## src/rtl/dac_cmd_spi.sv

```systemverilog
module dac_cmd_spi #(
  parameter int DIV_WR = 4,
  parameter int DIV_RD = 8,
  parameter int RD_GAP = 14
) (
  input  logic        clk,
  input  logic        rst_n,
  input  logic        cmd_valid,
  input  logic [3:0]  cmd_op,
  input  logic [5:0]  cmd_chan,
  input  logic [15:0] cmd_value,
  output logic        busy,
  output logic        rd_valid,
  output logic [15:0] rd_data,
  output logic        spi_cs_n,
  output logic        spi_sclk,
  output logic        spi_mosi,
  input  logic        spi_miso
);

  localparam int RD_GAP_CYC = (RD_GAP > DIV_RD) ? RD_GAP : DIV_RD;
  localparam int CW = $clog2(RD_GAP_CYC + DIV_RD + DIV_WR + 1);
  localparam logic [CW-1:0] HW = CW'(DIV_WR / 2 - 1);
  localparam logic [CW-1:0] HR = CW'(DIV_RD / 2 - 1);
  localparam logic [5:0] LAST_HALF = 6'd48;

  typedef enum logic [1:0] {S_IDLE, S_RUN, S_GAP} st_t;
  st_t st;

  logic [5:0]    chan_f;
  logic [8:0]    rd_addr;
  logic [23:0]   frame_a, frame_b;
  logic          op_ok, two;
  logic [23:0]   sr, sr_b;
  logic          pend, rd_op;
  logic [CW-1:0] half_lim, cyc, gap_cnt, gap_lim;
  logic [5:0]    h;
  logic [15:0]   rx;

  assign chan_f = cmd_chan + 6'd8;
  assign op_ok  = (cmd_op <= 4'd3) || (cmd_op >= 4'd8 && cmd_op <= 4'd14);
  assign two    = (cmd_op == 4'd3) || cmd_op[3];
  assign busy   = (st != S_IDLE);

  always_comb begin
    case (cmd_op)
      4'd8:    rd_addr = {3'b000, chan_f};
      4'd9:    rd_addr = {3'b001, chan_f};
      4'd10:   rd_addr = {3'b010, chan_f};
      4'd11:   rd_addr = {3'b011, chan_f};
      4'd12:   rd_addr = 9'h101;
      4'd13:   rd_addr = 9'h102;
      4'd14:   rd_addr = 9'h103;
      default: rd_addr = 9'h000;
    endcase
  end

  always_comb begin
    frame_b = 24'h0;
    case (cmd_op)
      4'd0:    frame_a = {2'b11, chan_f, cmd_value};
      4'd1:    frame_a = {2'b10, chan_f, cmd_value};
      4'd2:    frame_a = {2'b01, chan_f, cmd_value};
      4'd3: begin
        frame_a = {2'b00, 6'd2, 2'b00, cmd_value[13:0]};
        frame_b = {2'b00, 6'd3, 2'b00, cmd_value[13:0]};
      end
      default: frame_a = {2'b00, 6'd5, rd_addr, 7'b0};
    endcase
  end

  always_ff @(posedge clk or negedge rst_n) begin
    if (!rst_n) begin
      st       <= S_IDLE;
      spi_cs_n <= 1'b1;
      spi_sclk <= 1'b0;
      spi_mosi <= 1'b0;
      sr       <= '0;
      sr_b     <= '0;
      pend     <= 1'b0;
      rd_op    <= 1'b0;
      half_lim <= '0;
      cyc      <= '0;
      h        <= '0;
      gap_cnt  <= '0;
      gap_lim  <= '0;
      rx       <= '0;
      rd_data  <= '0;
      rd_valid <= 1'b0;
    end else begin
      rd_valid <= 1'b0;
      case (st)
        S_IDLE: if (cmd_valid && op_ok) begin
          sr       <= frame_a;
          sr_b     <= frame_b;
          pend     <= two;
          rd_op    <= cmd_op[3];
          half_lim <= HW;
          cyc      <= '0;
          h        <= '0;
          spi_cs_n <= 1'b0;
          st       <= S_RUN;
        end
        S_RUN: if (cyc == half_lim) begin
          cyc <= '0;
          if (h == LAST_HALF) begin
            spi_cs_n <= 1'b1;
            spi_mosi <= 1'b0;
            gap_cnt  <= '0;
            gap_lim  <= pend ? (rd_op ? CW'(RD_GAP_CYC - 1) : CW'(DIV_WR - 1))
                             : (rd_op ? CW'(DIV_RD - 1) : CW'(DIV_WR - 1));
            st       <= S_GAP;
            if (rd_op && !pend) begin
              rd_valid <= 1'b1;
              rd_data  <= rx;
            end
          end else begin
            h <= h + 6'd1;
            if (!h[0]) begin
              spi_sclk <= 1'b1;
              spi_mosi <= sr[23];
              sr       <= {sr[22:0], 1'b0};
            end else begin
              spi_sclk <= 1'b0;
              rx       <= {rx[14:0], spi_miso};
            end
          end
        end else begin
          cyc <= cyc + 1'b1;
        end
        S_GAP: if (gap_cnt == gap_lim) begin
          if (pend) begin
            pend     <= 1'b0;
            sr       <= sr_b;
            half_lim <= rd_op ? HR : HW;
            cyc      <= '0;
            h        <= '0;
            spi_cs_n <= 1'b0;
            st       <= S_RUN;
          end else begin
            st <= S_IDLE;
          end
        end else begin
          gap_cnt <= gap_cnt + 1'b1;
        end
        default: st <= S_IDLE;
      endcase
    end
  end


  sclk_idle_chk: assert property (@(posedge clk) disable iff (!rst_n)
    spi_cs_n |-> !spi_sclk);


  mosi_hold_chk: assert property (@(posedge clk) disable iff (!rst_n)
    (!spi_cs_n && $fell(spi_sclk)) |-> $stable(spi_mosi));


  rd_pulse_chk: assert property (@(posedge clk) disable iff (!rst_n)
    rd_valid |=> !rd_valid);


  accept_chk: assert property (@(posedge clk) disable iff (!rst_n)
    (!busy && cmd_valid && op_ok) |=> busy);


  cs_busy_chk: assert property (@(posedge clk) disable iff (!rst_n)
    !spi_cs_n |-> busy);


  ignore_chk: assert property (@(posedge clk) disable iff (!rst_n)
    (!busy && cmd_valid && !op_ok) |=> !busy);

endmodule

```

## config.mk

```make
export PLATFORM = sky130hd
export DESIGN_NAME = dac_cmd_spi
export DESIGN_NICKNAME = d
export VERILOG_FILES = /design/src/rtl/dac_cmd_spi.sv
export SDC_FILE = /design/constraint.sdc
export NUM_CORES = 1
export LEC_CHECK = 0
export BUFFER_PORTS_ARGS = -buffer_cell sky130_fd_sc_hd__buf_2
export CORE_MARGIN = 1.5
export CORE_UTILIZATION = 63
export DETAILED_ROUTE_END_ITERATION = 7
export PLACE_DENSITY = 0.84
export SLEW_MARGIN = 20
export SYNTH_ARGS = -nofsm -noshare
export SYNTH_HDL_FRONTEND = slang
export SYNTH_SLANG_ARGS = --single-unit
```

## constraint.sdc

```tcl
create_clock -name clk -period 3.7 [get_ports clk]
set_input_delay 0.555 -clock clk [delete_from_list [all_inputs] [get_ports clk]]
set_output_delay 0.555 -clock clk [all_outputs]
set_load 0.02 [all_outputs]
```

# --- Word level (Yosys, flattened, before mapping) ---
# Index checks and enable logic that the tools add are counted.
classes:
  n_eq_ne: 24
  addsub: 4
  n_lt_le_gt_ge: 3
  bitwise: 1
  mux: 55
  reduce_logical: 26
op_table:
  columns: ["cell", "n"]
  rows:
  - ["$mux W24", 6]
  - ["$pmux W24 S4", 1]
  - ["$pmux W24 S3", 1]
  - ["$pmux W9 S7", 1]
  - ["$mux W5", 10]
  - ["$mux W6", 5]
  - ["$eq A4 B4 Y1 const B", 7]
  - ["$reduce_and A4 Y1", 6]
  - ["$pmux W5 S2", 2]
  - ["$mux W18", 1]
  - ["$pmux W6 S3", 1]
  - ["$ne A2 B2 Y1 const B", 8]
  - ["$mux W1", 15]
  - ["$pmux W5 S3", 1]
  - ["$reduce_and A3 Y1", 4]
  - ["$reduce_and A6 Y1", 2]
  - ["$add A5 B1 Y5 const B", 2]
  - ["$eq A5 B5 Y1", 2]
  - ["$mux W2", 5]
  - ["$eq A4 B2 Y1 const B", 2]
  - ["$mux W4", 2]
  - ["$reduce_and A7 Y1", 1]
  - ["$add A6 B1 Y6 const B", 1]
  - ["$add A6 B4 Y6 const B", 1]
  - ["21 further kinds", 26]
word_totals:
  out_inout_bits: 21
  wordCells: 129
  input_bits: 30
  regBits: 114

# --- Longest topological paths before layout ---
logic_depth:
  depth_word: 6
  depth_mapped: 9
  ltp_nobuf: 7

# --- Worst setup path after synthesis ---
# No wires, ideal clock.
synth_path:
  path_kind: "input port to flip-flop"
  startpoint: "input port cmd_op[0]"
  endpoint: "register sr[0]"
  n_path_buf: 3
  t_required_ps: 3575
  slack_ps: 1258
  cell_stages: 8
  t_arrival_ps: 2317
  setup_ps: 125
  cell_sequence: "buf_2 a21bo_2 a21boi_1 nor2_1 or4_1 buf_2 buf_6 mux2_4"
synth_via:
  elab_chain_len: 6
  elab_cells_between_ends: 15
  classes_between: "order compare: 3; eq/ne: 4; mux: 3; reduce/logical: 5"
synth_lines:
  columns: ["element", "line", "source"]
  rows:
  - ["start: declaration", "9", "input logic [3:0] cmd_op,"]
  - ["$ge A4 B4 Y1 / $le A4 B4 Y1 (equally long branches)", "41", "assign op_ok = (cmd_op <= 4'd3) || (cmd_op >= 4'd8 && cmd_op <= 4'd14);"]
  - ["$logic_and A1 B1 Y1", "41", null]
  - ["$logic_or A1 B1 Y1", "41", null]
  - ["$logic_and A1 B1 Y1", "93", "S_IDLE: if (cmd_valid && op_ok) begin"]
  - ["$ne A2 B2 Y1 (no line)", null, null]
  - ["$reduce_and A7 Y1 (no line)", null, null]
  - ["end signal: assignment", "94", "sr <= frame_a;"]
  - ["end signal: assignment", "122", "sr <= {sr[22:0], 1'b0};"]
  - ["end signal: assignment", "134", "sr <= sr_b;"]
  - ["end: declaration", "34", "logic [23:0] sr, sr_b;"]
# Several ways; a longest one is shown, not always the timed one. The select of a mux whose other input is x is not followed.
# A chain may end at the register's enable or synchronous reset.

# --- Worst setup path in the final report ---
layout_path:
  startpoint: "register cyc[2]"
  endpoint: "register rd_data[8]"
layout_via:
  elab_chain_len: 2
layout_lines:
  columns: ["element", "line", "source"]
  rows:
  - ["start: declaration", "36", "logic [CW-1:0] half_lim, cyc, gap_cnt, gap_lim;"]
  - ["start signal: assignment", "129", "cyc <= cyc + 1'b1;"]
  - ["$eq A5 B5 Y1", "104", "S_RUN: if (cyc == half_lim) begin"]
  - ["$reduce_and A4 Y1 (no line)", null, null]
  - ["end signal: assignment", "115", "rd_data <= rx;"]
  - ["end: declaration", "14", "output logic [15:0] rd_data,"]
# Every way passes these cells.

==> flow_summary.ini <==
[floorplan]
initial_core_util = 0.6494
rows = 32
die_w_um = 92.25
pin_count = 51
core_region_area_um2 = 7727
die_h_um = 92.25
dieArea_um2 = 8510

[finish]
nets = 510
num_antenna_cells = 0
drive_above_1_share = 0.2983
finalCoreUtilization = 0.7179
area_growth_pct = 10.55

[detailed_routing]
first_pass_iters = 5
viasPerCell = 6.164
wl_per_cell_um = 17.08
top_layer = met4
met2WireLength_um = 4720
ant_nets = 0
wl_met3_um = 499
routed_wl_um = 9870
routed-via-count = 3563
drcViolationCount = 0
wl_met1_um = 4595
drt_iter0_markers = 203

[sta]
skew_ps = 9.422
rsz0062_at_grt = no
fin_ws_ps = 907.7
tightest_slew_ps = 969.8
max-slew-margin-rel = 0.3511
max_freq_mhz = 358.1
finalHoldViolCount = 0
finalCritPeriodShare = 0.7547
period_minus_slack_ps = 2792
drv_slew = 0
finalSetupViolCount = 0
tns_ps = 0

[critical_path]
worst_setup_path_end_kind = flip-flop
critical_path_peak_fanout = 17
path_buf_inv = 0
required_ps = 3940
path_cells = or3_4, or3_1, nor3_2, and3_1, mux2_2
crit_family = simple AND/OR/NAND/NOR gates
slowest_delay_ps = 720
arrival_ps = 3030
setup.worst_path.class = reg2reg
start_kind = flip-flop
critical_path.slowest_cell = and3_1

[cts]
cts_max_level = 3
ctsResizeCount = 0
ctsHoldBuffers = 0
cts_sinks = 101
cts.clk_slew.worst_paths_ps = 100
root_buffer = clkbuf_8
cts_setup_buffers = 0
clk_latency_ps = 360
clock_path_buffers = 2
cts_tree = built
cts_buffers = 9

[pwr]
p_leak_nw = 2.721
p_per_area_nw_per_um2 = 639.7
vdd_drop_max_v = 0.0004503

[logic_synthesis]
async_reset_ff_frac = 1.000
syn_avg_cell_area_um2 = 11.67
synth.most_common_cell = dfrtp_1
ys.flop_type = dfrtp_1
synth.distinct_cells = 55
synth_top_area_cell = dfrtp_1
netlist.area_leader.share = 0.4986
synth_area_leaders = dfrtp_1 50%, mux2_2 9.2%, a22o_1 5.9%
ys_seq_area_frac = 0.5039
netlist_top_cells_count = 100 x dfrtp_1, 41 x mux2_2, 34 x a22o_1, 32 x nand2_1, 20 x clkbuf_1
syn_nets = 469
synth-seq-cells = 101
netlist_instances = 430
yosys_warnings = 0
synth_area_um2 = 5019
synth_edf_count = 0

[placement]
gp_congestion = 0.8459
dp_hpwl_um = 6825
place_ws_ps = 726.6
portBuffers = 50

[global_route]
grt_max_degree = 50
first_global_vias = 3348
overflow = 0
grtUsageTotal = 0.2465
grt_antenna_before_repair = 0
grt_pass1_wl_um = 16560

[worst_hold_path]
min_path_type = in2async

[flow_run]
drv_cap = 0

[run_status]
outcome = finished clean
## worst paths after layout
path / startpoint / end / slack, ps / depth (start not counted)
min in group clk: cmd_value[0] / sr_b[0] / 420 / 2
setup / recovery: cyc[2] / rd_data[8] / 910 / 5
setup reg to reg: cyc[2] / rd_data[8] / 910 / 5
hold reg to reg: half_lim[0] / half_lim[0] / 490 / 1
hold / removal: rst_n / rd_data[4] / 190 / 1
max in group asynchronous: rst_n / spi_cs_n / 2680 / 2
## metrics by stage
stage / std cells / power, W / cell area, µm² / hold slack, ps
floorplan: 430 / 0.002533 / 5019 / 259.4
global placement: 562 / 0.002766 / 5333 / 470.7
detailed placement: 562 / 0.002825 / 5333 / 474.8
CTS: 578 / 0.003560 / 5548 / 213.8
global route: 578 / 0.003768 / 5548 / 226.4
finish: 578 / 0.003549 / 5548 / 194.4
## power breakdown
| part | total (W) | switching [W] | leakage [nW] | internal (W) |
|---|---|---|---|---|
| combinational | 0.00139 | 0.000798 | 1.24 | 0.000596 |
| clock | 0.000739 | 0.000394 | 0.107 | 0.000344 |
| sequential | 0.00142 | 0.000136 | 1.37 | 0.00128 |
| total | 0.00355 | 0.00133 | 2.72 | 0.00222 |
## layer usage
layer | track usage | vias up
met2 | 0.3920 | 109
met5 | 0 | -
met4 | 0.04231 | 0
met3 | 0.04229 | 8
met1 | 0.3617 | 1763
li1 | - | 1683
## state kept, by name, indices dropped and copies added (netlist names), 4 cells and up
register / cells
sr: 24
rd_data: 16
rx: 16
sr_b: 15
h: 6
cyc: 5
gap_cnt: 5
gap_lim: 4
## placed cells by master (no fill, tap or decap), types with 12 or more instances in the layout
master	instances
buf_2	49
a22o_1	34
o21ai_0	17
mux2_2	41
dfrtp_1	100
nand2_1	32
nand3_1	14
mux2_4	18
a21oi_1	12
nor2_1	13
inv_1	12
## worst register-to-register path, stage by stage, from the launching register on
cell and delay [ps]:
dfrtp_1 440, or3_4 440, or3_1 410, nor3_2 240
and3_1 720, mux2_2 420
## cells by family (layout without fill, tap and decap cells)
logic type	after synthesis	count (layout)	share of synthesized area
flip-flops	101	101	0.5039
multiplexers	69	69	0.1658
AND/OR/NAND/NOR	98	98	0.1030
XOR/XNOR	8	8	0.01396
AO/OA/AOI/OAI	104	104	0.1541
buffers and inverters	41	87	0.03690
adder cells (fa/ha/maj)	9	9	0.02244
## area by class of cell
| type | instances | area (µm²) |
|---|---|---|
| Clock inverter | 6 | 77.57 |
| Fill cell | 517 | 2180 |
| Clock buffer | 10 | 137.6 |
| Multi-Input combinational cell | 288 | 2311 |
| Sequential cell | 101 | 2529 |
| Inverter | 12 | 45.04 |
| Tap cell | 102 | 127.6 |
| Timing Repair Buffer | 59 | 320.3 |
(Power assumes the default switching activity.)
